**src/rtl/snp_coh_pkg.sv**
```systemverilog
`timescale 1ns/1ps
package snp_coh_pkg;

   typedef enum logic [1:0] {
      LS_INV = 2'd0,
      LS_SHD = 2'd1,
      LS_EXC = 2'd2
   } line_st_e;

   typedef enum logic [1:0] {
      BC_IDLE   = 2'd0,
      BC_RDMISS = 2'd1,
      BC_WRMISS = 2'd2,
      BC_WBACK  = 2'd3
   } bus_cmd_e;

endpackage

```
**src/rtl/snp_line_store.sv**
```systemverilog
`timescale 1ns/1ps
module snp_line_store
   import snp_coh_pkg::*;
#(
   parameter int IDX_W = 2,
   parameter int TAG_W = 10
) (
   input  logic                        clk,
   input  logic                        rst_n,
   input  logic [IDX_W-1:0]            lk_a_idx,
   output logic [TAG_W-1:0]            lk_a_tag,
   output line_st_e                    lk_a_st,
   input  logic [IDX_W-1:0]            lk_b_idx,
   output logic [TAG_W-1:0]            lk_b_tag,
   output line_st_e                    lk_b_st,
   input  logic                        sw_en,
   input  logic [IDX_W-1:0]            sw_idx,
   input  line_st_e                    sw_st,
   input  logic                        fw_en,
   input  logic [IDX_W-1:0]            fw_idx,
   input  logic [TAG_W-1:0]            fw_tag,
   input  line_st_e                    fw_st,
   output logic [(1<<IDX_W)-1:0][1:0]  st_all
);

   localparam int SETS = 1 << IDX_W;

   if (SETS > 4096) begin : g_bad_sets
      $error("snp_line_store: too many sets for a flop-based tag store");
   end
   if (TAG_W < 1) begin : g_bad_tag
      $error("snp_line_store: tag width must be positive");
   end

   logic [SETS-1:0][TAG_W-1:0] tag_all;

   for (genvar s = 0; s < SETS; s++) begin : g_set
      logic [1:0]       st_q;
      logic [TAG_W-1:0] tag_q;

      // a fill comes from the bus owner; a snoop comes from another owner,
      // so both in one cycle is not expected; the fill is the later event
      always_ff @(posedge clk or negedge rst_n) begin
         if (!rst_n) begin
            st_q  <= LS_INV;
            tag_q <= '0;
         end else if (fw_en && fw_idx == IDX_W'(s)) begin
            st_q  <= fw_st;
            tag_q <= fw_tag;
         end else if (sw_en && sw_idx == IDX_W'(s)) begin
            st_q  <= sw_st;
         end
      end

      assign st_all[s]  = st_q;
      assign tag_all[s] = tag_q;
   end

   assign lk_a_tag = tag_all[lk_a_idx];
   assign lk_a_st  = line_st_e'(st_all[lk_a_idx]);
   assign lk_b_tag = tag_all[lk_b_idx];
   assign lk_b_st  = line_st_e'(st_all[lk_b_idx]);


   reset_all_invalid_chk: assert property (@(posedge clk)
      $rose(rst_n) |-> st_all == '0);

endmodule

```
**src/rtl/snp_snoop_unit.sv**
```systemverilog
`timescale 1ns/1ps
module snp_snoop_unit
   import snp_coh_pkg::*;
#(
   parameter int ADDR_W = 12,
   parameter int IDX_W  = 2
) (
   input  logic                      snp_valid,
   input  logic [1:0]                snp_cmd,
   input  logic [ADDR_W-1:0]         snp_addr,
   output logic [IDX_W-1:0]          lk_idx,
   input  logic [ADDR_W-IDX_W-1:0]   lk_tag,
   input  line_st_e                  lk_st,
   output logic                      sw_en,
   output logic [IDX_W-1:0]          sw_idx,
   output line_st_e                  sw_st,
   output logic                      snp_hit,
   output logic                      snp_flush
);

   assign lk_idx  = snp_addr[IDX_W-1:0];
   assign sw_idx  = snp_addr[IDX_W-1:0];
   assign snp_hit = snp_valid && lk_st != LS_INV
                    && lk_tag == snp_addr[ADDR_W-1:IDX_W];

   always_comb begin
      sw_en     = 1'b0;
      sw_st     = lk_st;
      snp_flush = 1'b0;
      if (snp_hit) begin
         unique case (bus_cmd_e'(snp_cmd))
            BC_RDMISS: begin
               if (lk_st == LS_EXC) begin
                  snp_flush = 1'b1;
                  sw_en     = 1'b1;
                  sw_st     = LS_SHD;
               end
            end
            BC_WRMISS: begin
               snp_flush = (lk_st == LS_EXC);
               sw_en     = 1'b1;
               sw_st     = LS_INV;
            end
            default: begin
               sw_en = 1'b0;
            end
         endcase
      end
   end

endmodule

```
**src/rtl/snp_req_fsm.sv**
```systemverilog
`timescale 1ns/1ps
module snp_req_fsm
   import snp_coh_pkg::*;
#(
   parameter int ADDR_W = 12,
   parameter int IDX_W  = 2
) (
   input  logic                      clk,
   input  logic                      rst_n,
   input  logic                      cpu_valid,
   input  logic                      cpu_write,
   input  logic [ADDR_W-1:0]         cpu_addr,
   output logic                      cpu_ready,
   input  logic                      snp_valid,
   output logic [IDX_W-1:0]          look_idx,
   input  logic [ADDR_W-IDX_W-1:0]   look_tag,
   input  line_st_e                  look_st,
   output logic                      bus_req,
   output bus_cmd_e                  bus_cmd,
   output logic [ADDR_W-1:0]         bus_addr,
   input  logic                      bus_gnt,
   output logic                      fill_en,
   output logic [IDX_W-1:0]          fill_idx,
   output logic [ADDR_W-IDX_W-1:0]   fill_tag,
   output line_st_e                  fill_st
);

   localparam int TAG_W = ADDR_W - IDX_W;

   typedef enum logic [1:0] {F_IDLE, F_WBACK, F_MISS} fsm_e;

   fsm_e             fs_q, fs_d;
   logic [ADDR_W-1:0] rq_addr_q;
   logic             rq_wr_q;
   logic [TAG_W-1:0] vic_tag_q;
   logic             cap;
   logic             resident;

   logic [IDX_W-1:0] in_idx, rq_idx;
   logic [TAG_W-1:0] in_tag, rq_tag;

   assign in_idx   = cpu_addr[IDX_W-1:0];
   assign in_tag   = cpu_addr[ADDR_W-1:IDX_W];
   assign rq_idx   = rq_addr_q[IDX_W-1:0];
   assign rq_tag   = rq_addr_q[ADDR_W-1:IDX_W];
   assign look_idx = (fs_q == F_IDLE) ? in_idx : rq_idx;
   assign resident = look_st != LS_INV && look_tag == in_tag;

   always_comb begin
      fs_d      = fs_q;
      cpu_ready = 1'b0;
      bus_req   = 1'b0;
      bus_cmd   = BC_IDLE;
      bus_addr  = rq_addr_q;
      fill_en   = 1'b0;
      fill_idx  = rq_idx;
      fill_tag  = rq_tag;
      fill_st   = LS_INV;
      cap       = 1'b0;
      unique case (fs_q)
         F_IDLE: begin
            if (cpu_valid && !snp_valid) begin
               if (resident && (!cpu_write || look_st == LS_EXC)) begin
                  cpu_ready = 1'b1;
               end else begin
                  cap  = 1'b1;
                  fs_d = (!resident && look_st == LS_EXC) ? F_WBACK : F_MISS;
               end
            end
         end
         F_WBACK: begin
            if (look_st == LS_EXC && look_tag == vic_tag_q) begin
               bus_req  = 1'b1;
               bus_cmd  = BC_WBACK;
               bus_addr = {vic_tag_q, rq_idx};
               if (bus_gnt) begin
                  fill_en  = 1'b1;
                  fill_tag = vic_tag_q;
                  fill_st  = LS_INV;
                  fs_d     = F_MISS;
               end
            end else begin
               fs_d = F_MISS;
            end
         end
         F_MISS: begin
            bus_req = 1'b1;
            bus_cmd = rq_wr_q ? BC_WRMISS : BC_RDMISS;
            if (bus_gnt) begin
               fill_en   = 1'b1;
               fill_st   = rq_wr_q ? LS_EXC : LS_SHD;
               cpu_ready = 1'b1;
               fs_d      = F_IDLE;
            end
         end
         default: fs_d = F_IDLE;
      endcase
   end

   always_ff @(posedge clk or negedge rst_n) begin
      if (!rst_n) begin
         fs_q      <= F_IDLE;
         rq_addr_q <= '0;
         rq_wr_q   <= 1'b0;
         vic_tag_q <= '0;
      end else begin
         fs_q <= fs_d;
         if (cap) begin
            rq_addr_q <= cpu_addr;
            rq_wr_q   <= cpu_write;
            vic_tag_q <= look_tag;
         end
      end
   end


   wb_then_miss_chk: assert property (@(posedge clk) disable iff (!rst_n)
      bus_req && bus_gnt && bus_cmd == BC_WBACK
      |=> bus_req && (bus_cmd == BC_RDMISS || bus_cmd == BC_WRMISS));

endmodule

```
**src/rtl/snp_coh_ctrl.sv**
```systemverilog
`timescale 1ns/1ps
module snp_coh_ctrl
   import snp_coh_pkg::*;
#(
   parameter int ADDR_W = 12,
   parameter int IDX_W  = 2
) (
   input  logic              clk,
   input  logic              rst_n,
   input  logic              cpu_valid,
   input  logic              cpu_write,
   input  logic [ADDR_W-1:0] cpu_addr,
   output logic              cpu_ready,
   output logic              bus_req,
   output logic [1:0]        bus_cmd,
   output logic [ADDR_W-1:0] bus_addr,
   input  logic              bus_gnt,
   input  logic              snp_valid,
   input  logic [1:0]        snp_cmd,
   input  logic [ADDR_W-1:0] snp_addr,
   output logic              snp_flush
);

   localparam int TAG_W = ADDR_W - IDX_W;
   localparam int SETS  = 1 << IDX_W;

   if (IDX_W < 1 || IDX_W >= ADDR_W) begin : g_bad_idx
      $error("snp_coh_ctrl: IDX_W must leave at least one tag bit");
   end

   logic [IDX_W-1:0]      a_idx, b_idx, sw_idx, fw_idx;
   logic [TAG_W-1:0]      a_tag, b_tag, fw_tag;
   line_st_e              a_st, b_st, sw_st, fw_st;
   logic                  sw_en, fw_en, snp_hit;
   bus_cmd_e              cmd_w;
   logic [SETS-1:0][1:0]  st_all;

   snp_line_store #(.IDX_W(IDX_W), .TAG_W(TAG_W)) u_store (
      .clk      (clk),
      .rst_n    (rst_n),
      .lk_a_idx (a_idx),
      .lk_a_tag (a_tag),
      .lk_a_st  (a_st),
      .lk_b_idx (b_idx),
      .lk_b_tag (b_tag),
      .lk_b_st  (b_st),
      .sw_en    (sw_en),
      .sw_idx   (sw_idx),
      .sw_st    (sw_st),
      .fw_en    (fw_en),
      .fw_idx   (fw_idx),
      .fw_tag   (fw_tag),
      .fw_st    (fw_st),
      .st_all   (st_all)
   );

   snp_snoop_unit #(.ADDR_W(ADDR_W), .IDX_W(IDX_W)) u_snoop (
      .snp_valid (snp_valid),
      .snp_cmd   (snp_cmd),
      .snp_addr  (snp_addr),
      .lk_idx    (b_idx),
      .lk_tag    (b_tag),
      .lk_st     (b_st),
      .sw_en     (sw_en),
      .sw_idx    (sw_idx),
      .sw_st     (sw_st),
      .snp_hit   (snp_hit),
      .snp_flush (snp_flush)
   );

   snp_req_fsm #(.ADDR_W(ADDR_W), .IDX_W(IDX_W)) u_req (
      .clk       (clk),
      .rst_n     (rst_n),
      .cpu_valid (cpu_valid),
      .cpu_write (cpu_write),
      .cpu_addr  (cpu_addr),
      .cpu_ready (cpu_ready),
      .snp_valid (snp_valid),
      .look_idx  (a_idx),
      .look_tag  (a_tag),
      .look_st   (a_st),
      .bus_req   (bus_req),
      .bus_cmd   (cmd_w),
      .bus_addr  (bus_addr),
      .bus_gnt   (bus_gnt),
      .fill_en   (fw_en),
      .fill_idx  (fw_idx),
      .fill_tag  (fw_tag),
      .fill_st   (fw_st)
   );

   assign bus_cmd = cmd_w;

   logic [IDX_W-1:0] chk_cidx_q, chk_sidx_q;
   always_ff @(posedge clk or negedge rst_n) begin
      if (!rst_n) begin
         chk_cidx_q <= '0;
         chk_sidx_q <= '0;
      end else begin
         chk_cidx_q <= cpu_addr[IDX_W-1:0];
         chk_sidx_q <= snp_addr[IDX_W-1:0];
      end
   end


   rd_done_valid_chk: assert property (@(posedge clk) disable iff (!rst_n)
      cpu_valid && cpu_ready && !cpu_write |=> st_all[chk_cidx_q] != 2'(LS_INV));


   wr_done_excl_chk: assert property (@(posedge clk) disable iff (!rst_n)
      cpu_valid && cpu_ready && cpu_write |=> st_all[chk_cidx_q] == 2'(LS_EXC));


   snp_rd_supply_chk: assert property (@(posedge clk) disable iff (!rst_n)
      snp_hit && snp_cmd == 2'(BC_RDMISS) && b_st == LS_EXC && !bus_gnt
      |-> snp_flush ##1 st_all[chk_sidx_q] == 2'(LS_SHD));


   snp_wr_inval_chk: assert property (@(posedge clk) disable iff (!rst_n)
      snp_hit && snp_cmd == 2'(BC_WRMISS) && !bus_gnt
      |=> st_all[chk_sidx_q] == 2'(LS_INV));


   snoop_first_chk: assert property (@(posedge clk) disable iff (!rst_n)
      snp_valid |-> !cpu_ready);


   req_hold_chk: assert property (@(posedge clk) disable iff (!rst_n)
      bus_req && !bus_gnt && !snp_valid
      |=> bus_req && $stable(bus_cmd) && $stable(bus_addr));


   gnt_needs_req_chk: assert property (@(posedge clk) disable iff (!rst_n)
      bus_gnt |-> bus_req && !snp_valid);

endmodule

```
**config.mk**
```make
export PLATFORM = sky130hd
export DESIGN_NAME = snp_coh_ctrl
export DESIGN_NICKNAME = d
export VERILOG_FILES = /design/src/rtl/snp_coh_pkg.sv /design/src/rtl/snp_line_store.sv /design/src/rtl/snp_snoop_unit.sv /design/src/rtl/snp_req_fsm.sv /design/src/rtl/snp_coh_ctrl.sv
export SDC_FILE = /design/constraint.sdc
export NUM_CORES = 1
export LEC_CHECK = 0
export BUFFER_PORTS_ARGS = -buffer_cell sky130_fd_sc_hd__buf_4
export CAP_MARGIN = 20
export CORE_MARGIN = 10
export CORE_UTILIZATION = 50
export CTS_CLUSTER_DIAMETER = 40
export DETAILED_ROUTE_END_ITERATION = 10
export PLACE_DENSITY_LB_ADDON = 0.2
export SYNTH_ARGS = -nofsm -noshare
export SYNTH_HDL_FRONTEND = slang
export SYNTH_SLANG_ARGS = --single-unit
```
**constraint.sdc**
```tcl
create_clock -name clk -period 4.25 [get_ports clk]
set_clock_uncertainty 0.05 [all_clocks]
set_input_delay 0.2125 -clock clk [delete_from_list [all_inputs] [get_ports clk]]
set_output_delay 0.2125 -clock clk [all_outputs]
set_load 0.005 [all_outputs]
```
==> results.md, run 1 <==
- Outcome: finished, final reports clean
- Antenna cells: 0
- Remaining global-route overflow: 0
- Global Route Usage Sum: 17.4%
- Core Region: 9240 µm²
- Comb pwr share: 54.9%
- Cell count after synthesis: 368
- Post-layout util: 59.8%
- Warnings, synthesis: 0
- Overall routed net length: 11.8 mm
- HP Start: cpu_addr[7]
- Syn_area_per_cell: 12.9 µm²
- Synth top area share: 38.4%
- Most common flop cell mapped by yosys: dfrtp_1
- Cell Count, Final, Fillers Out: 559
- Worst Reg-to-Reg Cells: 13
- Final setup viols: 0
- Synth-to-layout area growth: 16.0%
- Worst VDD drop: 0.255 mV
- Worst r2r src: u_req.fs_q[0]
- Hold/Removal Path Class: in2reg
- Netlist Area Pre-Place: 4760 µm²
- Fmax: 0.249 GHz
- Die W: 118 µm
- Pwr Density: 740 nW/µm²
- Drt drc: 0
- Routability cong.: 0.825
- Met2 GRT Util: 27.0%
- Vias per Instance: 5.84
- Seq/Total Area, Yosys: 38.4%
- Fillers: 760
- Hold WS: 0.0194 ns
- Final Instance Area: 5520 µm²
- Part of the power in registers: 32.5%
- Min cycle time layout: 4.01 ns
- Flops & latches, synth: 73
- Antenna violation net count after detailed routing: 0
- Ports: 49
- Max_cap viols: 0
- Global-route wire length before repair: 19.3 mm
- Placed inst area: 5260 µm²
- RSZ-0062 raised after global routing: no
- Cts bufs inserted: 9
- Cell variety after synth: 48
- Core Rows: 35
- Via count: 3266
- Worst R2R End: u_store.g_set[3].tag_q[8]
- Period utilisation layout: 94.4%
- Relative slew slack: 36.1%
- Worst Tran Pin Value: 0.959 ns
- H-tree depth: 3
- Vias in the first global route: 3479
- CP required: 3.99 ns
- Clock power share: 12.6%
- Crit start category: flip-flop
- Worst-path clk slew: 0.10 ns
- Clock Root Buffer: clkbuf_8
- Post-synth ARST share: 100%
- Pins Over Slew Limit: 0
- WHS Endpoint: u_req.rq_addr_q[7]
- Internal power: 0.00244 W
- HPWL Detailed: 8.68 mm
- WL/cell: 21.0 µm
- Met1 GRT Util: 23.2%
- WHS Path Cells: 2
- Met3 Resource Use GR: 3.55%
- Switch Pwr: 0.00165 W
- Yosys top cell by area: dfrtp_1
- Critical Path Sink Type: output port
- Worst setup path category: reg2out
- Initial antenna violation count: 0
- Inst Count DP: 537
- Worst skew pair latency: 0.37 ns
- Setup TNS: 0 ns
- Clk buf depth: 2
- Final count of hold timing violations: 0
- Most used routing layer: met2
- Starting Density: 51.5%
- Sw Share: 40.3%
- Arr. time, crit path: 3.75 ns
- EDFF count, synth: 0
- Largest net degree at the start of global routing: 74
- Worst R2R Setup Slack: 0.43 ns
- CTS tree: yes
- Share of cells above drive strength 1: 46.0%
- CTS sink cnt: 73
- Die Y: 118 µm
- Syn Nets: 406
- Leak pwr: 2.43 nW
- Synth top area cells: dfrtp_1 (38%), mux2_2 (15%), mux4_2 (9.5%)
- IO buf count: 48
- Pre-antenna DRT Iters: 4
- DRT iter0 DRCs: 184
- Worst Path Max Fanout: 9
- Final Net Count: 463
- Total die area: 13800 µm²
-- power groups by stage --
stage / registers, W / clock network (W) / logic, W
final: 0.00133 / 0.000513 / 0.00224
after global routing: 0.00137 / 0.000550 / 0.00245
after CTS: 0.00132 / 0.000522 / 0.00220
after detailed placement: 0.00133 / 0 / 0.00219
after global placement: 0.00131 / 0 / 0.00216
after floorplan: 0.00122 / 0 / 0.00165
-- state kept, by name (all words and copies together) (netlist names) --
| signal | flops |
|---|---|
| u_req.vic_tag_q | 10 |
| u_req.rq_addr_q | 12 |
| u_req.rq_wr_q | 1 |
| u_req.fs_q | 2 |
| u_store.g_set.tag_q | 40 |
| u_store.g_set.st_q | 8 |
-- stage by stage --
stage               worst slack, ns  total power, W
global placement              0.388         0.00347
CTS                         0.00384         0.00404
global route                0.00318         0.00438
floorplan                     0.476         0.00287
finish                        0.239         0.00409
detailed placement            0.343         0.00352
-- final cells by class --
| cell class | instances | area (µm²) | area share, % |
|---|---|---|---|
| tap | 129 | 161 | 2.92 |
| multi-input combinational | 264 | 2800 | 50.8 |
| clock buffer | 9 | 124 | 2.24 |
| sequential | 73 | 1830 | 33.1 |
| timing repair buffer | 66 | 510 | 9.25 |
| inverter | 11 | 41.3 | 0.748 |
| clock inverter | 7 | 55.1 | 0.997 |
-- worst max-delay path by stage --
| stage | startpoint | endpoint | slack, ns | cells after the start |
|---|---|---|---|---|
| floorplan | u_req.fs_q[0] | u_store.g_set[2].tag_q[1] | 0.48 | 12 |
| finish | u_req.fs_q[0] | bus_addr[5] | 0.24 | 12 |
| CTS | u_req.fs_q[0] | bus_addr[5] | 0.004 | 12 |
| global route | u_req.fs_q[0] | bus_addr[5] | 0.003 | 12 |
| detailed placement | u_req.fs_q[0] | u_store.g_set[0].tag_q[6] | 0.34 | 11 |
| global placement | u_req.fs_q[0] | u_store.g_set[2].tag_q[9] | 0.39 | 10 |
-- per-layer routing --
metal	part of all wire (%)	up-vias
met5	0	-
met2	46	91
met3	4.9	20
met1	46	1678
li1	-	1477
met4	2.5	0
-- worst max-delay path, cell delays in order, from the launching register on --
cell and delay [ns]:
dfrtp_1 0.39, inv_1 0.16, ha_2 0.28, mux2i_4 0.25, buf_4 0.22, mux4_2 0.35
xor2_1 0.17, or3b_4 0.42, nor4_4 0.26, nand4b_4 0.20, buf_4 0.24, mux2_2 0.29
buf_4 0.14
-- logic make-up (layout without fill, tap and decap cells) --
logic type,after synthesis,count (layout),synth area share (%)
fa+ha+maj,6,6,1.58
buf+inv,31,93,3.68
compound gates,29,29,4.36
mux,142,142,39.1
xor+xnor,26,26,4.78
simple gates,61,61,8.17
flops,73,73,38.4
-- cells in the final DEF (no fill, tap or decap), types with 2 or more instances in the layout --
cell and n:
mux2i_4 2, mux4_2 20, nor3_1 5, nand3_1 7, mux2_2 62, buf_4 64, nor2b_1 5, nand4_1 5
a21oi_1 4, xor2_1 9, o221ai_1 2, ha_1 4, nand2b_1 9, or3b_2 2, clkbuf_8 9, clkinvlp_4 2
nor3b_1 4, and2_1 2, inv_1 11, nand2_1 8, or3_1 3, nor2_1 4, a211oi_1 3, mux2_4 18
xnor2_1 16, o21ai_0 5, mux2i_1 34, mux2_1 6, clkinv_4 3, dfrtp_1 73, a21o_1 2, a21oi_2 4
-- Yosys cell counts, drive strengths merged (6+ instances only) --
master,instances
nand2b,9
xnor2,17
nand2,8
mux4,20
inv,11
dfrtp,73
buf,15
mux2i,36
nand3,8
mux2,86
xor2,9
a21oi,8
ha,6
-- what timing repair did --
| action | CTS | global route |
|---|---|---|
| hold endpoints to repair | 69 | 0 |
| setup endpoints to repair | 0 | 14 |
| hold buffers | 1 | 0 |
| gates resized for setup | 0 | 5 |
| setup buffers | 0 | 5 |
Power figures use the tool's default switching activity.
==> run 2: changes to the inputs <==
PLACE_DENSITY = 0.7   (was unset)
PLACE_DENSITY_LB_ADDON = unset   (was 0.2)
SYNTH_HIERARCHICAL = 1   (was unset)
==> run 2 against run 1 <==
Combinational power is 20% lower; worst hold slack better by 0.016 ns; synthesized cell count fell by 6.5%; cell count shrank 9.5%; register-to-register slack got worse by 0.18 ns; worst setup slack improved by 0.013 ns; via count is 12% lower; clock power increased by 31%; routed wire length decreased by 13%; count of clock-buffer cells in the layout up 2; utilization down 0.99 points.
==> results.md, run 2 <==
- CTS tree: yes (unchanged)
- Pins Over Slew Limit: 0 (unchanged)
- Met3 WL post-DR: 553 µm (was 570 µm)
- WL/cell: 20.3 µm (was 21.0 µm)
- HPWL Detailed: 7.42 mm (was 8.68 mm)
- Die W: 113 µm (was 118 µm)
- Sw Share: 37.0% (was 40.3%)
- Critical Path Sink Type: flip-flop (was output port)
- Ports: 49 (unchanged)
- Starting Density: 50.7% (was 51.5%)
- Comb pwr share: 47.9% (was 54.9%)
- Syn Nets: 381 (was 406)
- Final count of hold timing violations: 0 (unchanged)
- Share of cells above drive strength 1: 39.9% (was 46.0%)
- Worst Tran Pin Value: 0.922 ns (was 0.959 ns)
- Arr. time, crit path: 4.15 ns (was 3.75 ns)
- Leak pwr: 2.37 nW (was 2.43 nW)
- H-tree depth: 3 (unchanged)
- Drt drc: 0 (unchanged)
- Post-layout util: 58.8% (was 59.8%)
- Met2 wire len: 5.18 mm (was 5.46 mm)
- Vias per Instance: 5.70 (was 5.84)
- Register Area: 1830 µm² (unchanged)
- Setup TNS: 0 ns (unchanged)
- Wl on met1: 4.45 mm (was 5.42 mm)
- Core Region: 8590 µm² (was 9240 µm²)
- Commonest non-fill, non-tap cell in the layout: dfrtp_1 (unchanged)
- Internal power: 0.00237 W (was 0.00244 W)
- Largest register by flop count: u_store/g_set.tag_q (was u_store.g_set.tag_q)
- Relative slew slack: 38.6% (was 36.1%)
- Warnings, synthesis: 6 (was 0)
- Global-route wire length before repair: 16.4 mm (was 19.3 mm)
- Netlist Area Pre-Place: 4360 µm² (was 4760 µm²)
- Total die area: 12900 µm² (was 13800 µm²)
- IO buf count: 48 (unchanged)
- Multi-input gate area: 2360 µm² (was 2800 µm²)
- RSZ-0062 raised after global routing: no (unchanged)
- Crit start category: flip-flop (unchanged)
- Cell count after synthesis: 344 (was 368)
- Pre-antenna DRT Iters: 4 (unchanged)
- Overall routed net length: 10.3 mm (was 11.8 mm)
- Initial antenna violation count: 0 (unchanged)
- Most frequent cells in the layout: dfrtp_1 (73), buf_4 (56), mux2_2 (55), nand2_1 (34), xor2_1 (30) (was dfrtp_1 (73), buf_4 (64), mux2_2 (62), mux2i_1 (34), mux4_2 (20))
- Pwr Density: 745 nW/µm² (was 740 nW/µm²)
- Part of the power in registers: 34.2% (was 32.5%)
- Worst Path Max Fanout: 14 (was 9)
- Core Rows: 34 (was 35)
- Outcome: finished, final reports clean (unchanged)
- Worst-path clk slew: 0.08 ns (was 0.10 ns)
- Routability cong.: 0.776 (was 0.825)
- Hold/Removal Path Class: in2reg (unchanged)
- Vias in the first global route: 3114 (was 3479)
- CTS sink cnt: 73 (unchanged)
- Clock power share: 17.9% (was 12.6%)
- Worst skew pair latency: 0.35 ns (was 0.37 ns)
- Max_cap viols: 0 (unchanged)
- Fillers: 714 (was 760)
- Largest net degree at the start of global routing: 74 (unchanged)
- Syn_area_per_cell: 12.7 µm² (was 12.9 µm²)
- Clk buf depth: 2 (unchanged)
- Global Route Usage Sum: 16.2% (was 17.4%)
- Final setup viols: 0 (unchanged)
- Period utilisation layout: 94.1% (was 94.4%)
- Remaining global-route overflow: 0 (unchanged)
- Worst setup path category: reg2reg (was reg2out)
- Highest metal used: met4 (unchanged)
- Fmax: 0.250 GHz (was 0.249 GHz)
- Clock Root Buffer: clkbuf_8 (unchanged)
- Largest regs: u_store/g_set.tag_q (40), u_req/rq_addr_q (12), u_req/vic_tag_q (10) (was u_store.g_set.tag_q (40), u_req.rq_addr_q (12), u_req.vic_tag_q (10))
- Synth-to-layout area growth: 15.8% (was 16.0%)
- Die Y: 113 µm (was 118 µm)
- Worst VDD drop: 0.217 mV (was 0.255 mV)
- Antenna cells: 0 (unchanged)
- Antenna violation net count after detailed routing: 0 (unchanged)
- Via count: 2886 (was 3266)
- Final Net Count: 430 (was 463)
- CP required: 4.41 ns (was 3.99 ns)
- Min cycle time layout: 4.00 ns (was 4.01 ns)
- DRT iter0 DRCs: 203 (was 184)
- Cts bufs inserted: 9 (unchanged)
- Max reg flops: 40 (unchanged)
- Switch Pwr: 0.00139 W (was 0.00165 W)
[run 2: layout make-up]
class                           instances  area share (%)
Tap cell                              108            2.68
Clock buffer                           11            2.80
Inverter                                9           0.669
Multi-Input combinational cell        242            46.7
Timing Repair Buffer                   58            8.92
Clock inverter                          5            2.03
Sequential cell                        73            36.2
[run 2: critical path, stage by stage, from the launching register on]
cell and delay, ns:
dfrtp_1 0.39, inv_1 0.10, ha_1 0.30, mux2_4 0.37, mux4_2 0.58, xor2_1 0.19, nor4_2 0.36, a31oi_1 0.16
nand2b_1 0.20, inv_1 0.08, and2_1 0.20, or3b_1 0.61, nor2_1 0.19, a21oi_1 0.06
[run 2: through the flow]
step | setup slack [ns] | area (µm²) | power (W) | std cells | hold slack (ns)
after global placement | 0.232 | 4790 | 0.00303 | 489 | 0.358
after floorplan | 0.508 | 4360 | 0.00254 | 344 | -0.133
after CTS | 0.103 | 5050 | 0.00378 | 506 | 0.0249
after detailed placement | 0.138 | 4790 | 0.00309 | 489 | 0.361
final | 0.252 | 5050 | 0.00376 | 506 | 0.0357
after global routing | 0.0160 | 5050 | 0.00401 | 506 | 0.0306
[run 2: power by group through the flow]
stage / combinational, W / sequential, W / clock (W)
after floorplan: 0.00135 / 0.00119 / 0
after global placement: 0.00177 / 0.00126 / 0
after detailed placement: 0.00180 / 0.00129 / 0
after CTS: 0.00181 / 0.00128 / 0.000685
after global routing: 0.00196 / 0.00133 / 0.000715
final: 0.00180 / 0.00129 / 0.000672
[run 2: final timing paths]
kind	startpoint	endpoint	slack, ns	depth (start not counted)
worst max-delay path	u_req/fs_q[0]	u_store/g_set[0].st_q[1]	0.25	13
worst min-delay path	cpu_addr[2]	u_req/rq_addr_q[2]	0.04	2
worst max register to register	u_req/fs_q[0]	u_store/g_set[0].st_q[1]	0.25	13
worst min register to register	u_store/g_set[0].tag_q[9]	u_store/g_set[0].tag_q[9]	0.46	2
max in group asynchronous	rst_n	u_store/g_set[1].tag_q[0]	3.06	2
min in group asynchronous	rst_n	u_req/vic_tag_q[8]	0.49	2
[run 2: repair_timing]
| item | CTS | global route |
|---|---|---|
| buffers inserted | 0 | 0 |
| setup endpoints to repair | 0 | 12 |
| hold buffers | 1 | 0 |
| resized for setup | 0 | 1 |
| endpoints found under the hold margin | 73 | 0 |
[run 2: per-layer routing]
layer	up-vias	track usage, %
met3	8	3.46
li1	1342	-
met4	0	5.08
met2	70	27.6
met1	1466	20.3
met5	-	0
==> run 3: changes to the inputs <==
PLACE_DENSITY = 0.66   (was 0.7)
==> run 3 against run 2 <==
Clock power is 21% lower; cell count is 0.40% lower; fmax is 4.1% higher; design area is 1.2% lower; routed wire length is 2.3% lower; count of clock-buffer cells in the layout is 1 lower; worst setup slack better by 0.16 ns; flip-flop and latch count stayed put; global-route usage is 0.087 points higher; combinational power hardly changed; worst hold slack better by 0.0066 ns; sequential power hardly changed; critical endpoint unchanged.
==> results.md, run 3 (same netlist as run 2, synthesis figures left out) <==
- Outcome: finished, final reports clean (unchanged)
- Pre-antenna DRT Iters: 4 (unchanged)
- Total die area: 12900 µm² (unchanged)
- Share of cells above drive strength 1: 39.9% (about the same)
- # Post-CTS Setup Buffers: 0 (unchanged)
- Synth-to-layout area growth: 14.4% (was 15.8%)
- Post-layout util: 58.1% (was 58.8%)
- Vias in the first global route: 3146 (was 3114)
- Setup TNS: 0 ns (unchanged)
- Via count: 2916 (was 2886)
- Worst Tran Pin Value: 0.925 ns (was 0.922 ns)
- CTS sink cnt: 73 (unchanged)
- Fmax: 0.260 GHz (was 0.250 GHz)
- Fillers: 719 (was 714)
- CP required: 4.42 ns (was 4.41 ns)
- Final setup viols: 0 (unchanged)
- Worst-path clk slew: 0.08 ns (about the same)
- Register Area: 1830 µm² (unchanged)
- Switch Pwr: 0.00138 W (was 0.00139 W)
- Leak pwr: 2.33 nW (was 2.37 nW)
- Hold/Removal Path Class: in2reg (unchanged)
- Antenna violation net count after detailed routing: 0 (unchanged)
- Die W: 113 µm (unchanged)
- Core Rows: 34 (unchanged)
- Ports: 49 (unchanged)
- Part of the power in registers: 35.3% (was 34.2%)
- Pwr Density: 726 nW/µm² (was 745 nW/µm²)
- Comb pwr share: 50.0% (was 47.9%)
- Arr. time, crit path: 4.01 ns (was 4.15 ns)
- Critical Path Sink Type: flip-flop (unchanged)
- WL/cell: 19.9 µm (was 20.3 µm)
- Core Region: 8590 µm² (unchanged)
- Global-route wire length before repair: 16.6 mm (was 16.4 mm)
- Multi-input gate area: 2370 µm² (was 2360 µm²)
- Routability cong.: 0.813 (was 0.776)
- DRT iter0 DRCs: 158 (was 203)
- HPWL Detailed: 7.49 mm (was 7.42 mm)
- Cts bufs inserted: 9 (unchanged)
- IO buf count: 48 (unchanged)
- Largest register by flop count: u_store/g_set.tag_q (unchanged)
- Pins Over Slew Limit: 0 (unchanged)
- Commonest non-fill, non-tap cell in the layout: dfrtp_1 (unchanged)
- Worst Path Max Fanout: 14 (unchanged)
- Final Net Count: 429 (was 430)
- Worst VDD drop: 0.428 mV (was 0.217 mV)
- CTS tree: yes (unchanged)
- Die Y: 113 µm (unchanged)
- Clock Root Buffer: clkbuf_8 (unchanged)
- Crit start category: flip-flop (unchanged)
- Max reg flops: 40 (unchanged)
- Clk buf depth: 2 (unchanged)
- Sw Share: 38.1% (was 37.0%)
- Clock power share: 14.7% (was 17.9%)
- Relative slew slack: 38.3% (was 38.6%)
- Remaining global-route overflow: 0 (unchanged)
- Hold WS: 0.0423 ns (was 0.0357 ns)
- Max_cap viols: 0 (unchanged)
- Worst r2r src: u_req/fs_q[0] (unchanged)
- Antenna cells: 0 (unchanged)
- Internal power: 0.00224 W (was 0.00237 W)
- Period utilisation layout: 90.4% (was 94.1%)
- H-tree depth: 3 (unchanged)
- Initial antenna violation count: 0 (unchanged)
- Starting Density: 50.7% (unchanged)
- Most frequent cells in the layout: dfrtp_1 (73), buf_4 (56), mux2_2 (55), nand2_1 (34), xor2_1 (30) (unchanged)
- Drt drc: 0 (unchanged)
- Global Route Usage Sum: 16.3% (was 16.2%)
- HP Start: cpu_write (was cpu_addr[2])
- Largest net degree at the start of global routing: 74 (unchanged)
- Tot Pwr: 0.00362 W (was 0.00376 W)
- RSZ-0062 raised after global routing: no (unchanged)
- Overall routed net length: 10.0 mm (was 10.3 mm)
- Worst skew pair latency: 0.34 ns (was 0.35 ns)
- Worst setup path category: reg2reg (unchanged)
- Vias per Instance: 5.79 (was 5.70)
- Min cycle time layout: 3.84 ns (was 4.00 ns)
- Final count of hold timing violations: 0 (unchanged)
- Critical path startpoint: u_req/fs_q[0] (unchanged)
- Largest regs: u_store/g_set.tag_q (40), u_req/rq_addr_q (12), u_req/vic_tag_q (10) (unchanged)
-- run 3: critical path, cell delays in order (launching register included) --
cell and delay [ns]:
dfrtp_1 0.39, inv_1 0.10, ha_1 0.28, mux2_4 0.38, mux4_2 0.63, xor2_1 0.20
nor4_2 0.36, a31oi_1 0.15, nand2b_1 0.21, inv_1 0.09, and2_1 0.19, or3b_1 0.36
buf_4 0.19, nor2_1 0.09, a21oi_1 0.05
-- run 3: worst paths after layout --
check / to / slack (ns) / depth (start not counted)
max: u_store/g_set[0].st_q[1] / 0.41 / 14
min: u_req/rq_wr_q / 0.04 / 2
max reg2reg: u_store/g_set[0].st_q[1] / 0.41 / 14
min reg2reg: u_store/g_set[0].tag_q[0] / 0.46 / 2
max in group asynchronous: u_req/vic_tag_q[1] / 3.05 / 2
min in group asynchronous: u_store/g_set[3].st_q[0] / 0.49 / 2
-- run 3: area by class of cell --
class                      count  share of cell area [%]
clock inverter                 5                    1.13
tap                          108                    2.71
multi-input combinational    242                    47.5
clock buffer                  10                    2.76
sequential                    73                    36.6
timing repair buffer          57                    8.63
inverter                       9                   0.677
-- run 3: through the flow --
stage | instances | cell area [µm²] | setup WS [ns]
3_3_place_gp | 488 | 4770 | 0.291
4_1_cts | 504 | 4980 | 0.167
2_1_floorplan | 344 | 4360 | 0.508
3_5_place_dp | 488 | 4770 | 0.210
5_1_grt | 504 | 4990 | 0.0627
6_report | 504 | 4990 | 0.408
-- run 3: power by group through the flow --
stage / clock network (W) / logic [W] / registers (W)
floorplan: 0 / 0.00135 / 0.00119
global placement: 0 / 0.00178 / 0.00126
detailed placement: 0 / 0.00180 / 0.00129
CTS: 0.000553 / 0.00181 / 0.00128
global route: 0.000583 / 0.00200 / 0.00133
finish: 0.000532 / 0.00181 / 0.00128
-- run 3: timing repair --
item / in CTS / in global routing
endpoints found under the setup margin: 0 / 52
endpoints found under the hold margin: 31 / 0
hold buffers: 1 / 0
resized for setup: 0 / 2
-- run 3: routing by layer --
| metal | up-vias | GRT usage, % | wire length (µm) |
|---|---|---|---|
| met5 | - | 0 | 0 |
| met2 | 64 | 26.8 | 5000 |
| met4 | 0 | 5.33 | 199 |
| met3 | 10 | 4.78 | 449 |
| li1 | 1353 | - | - |
| met1 | 1489 | 20.3 | 4400 |
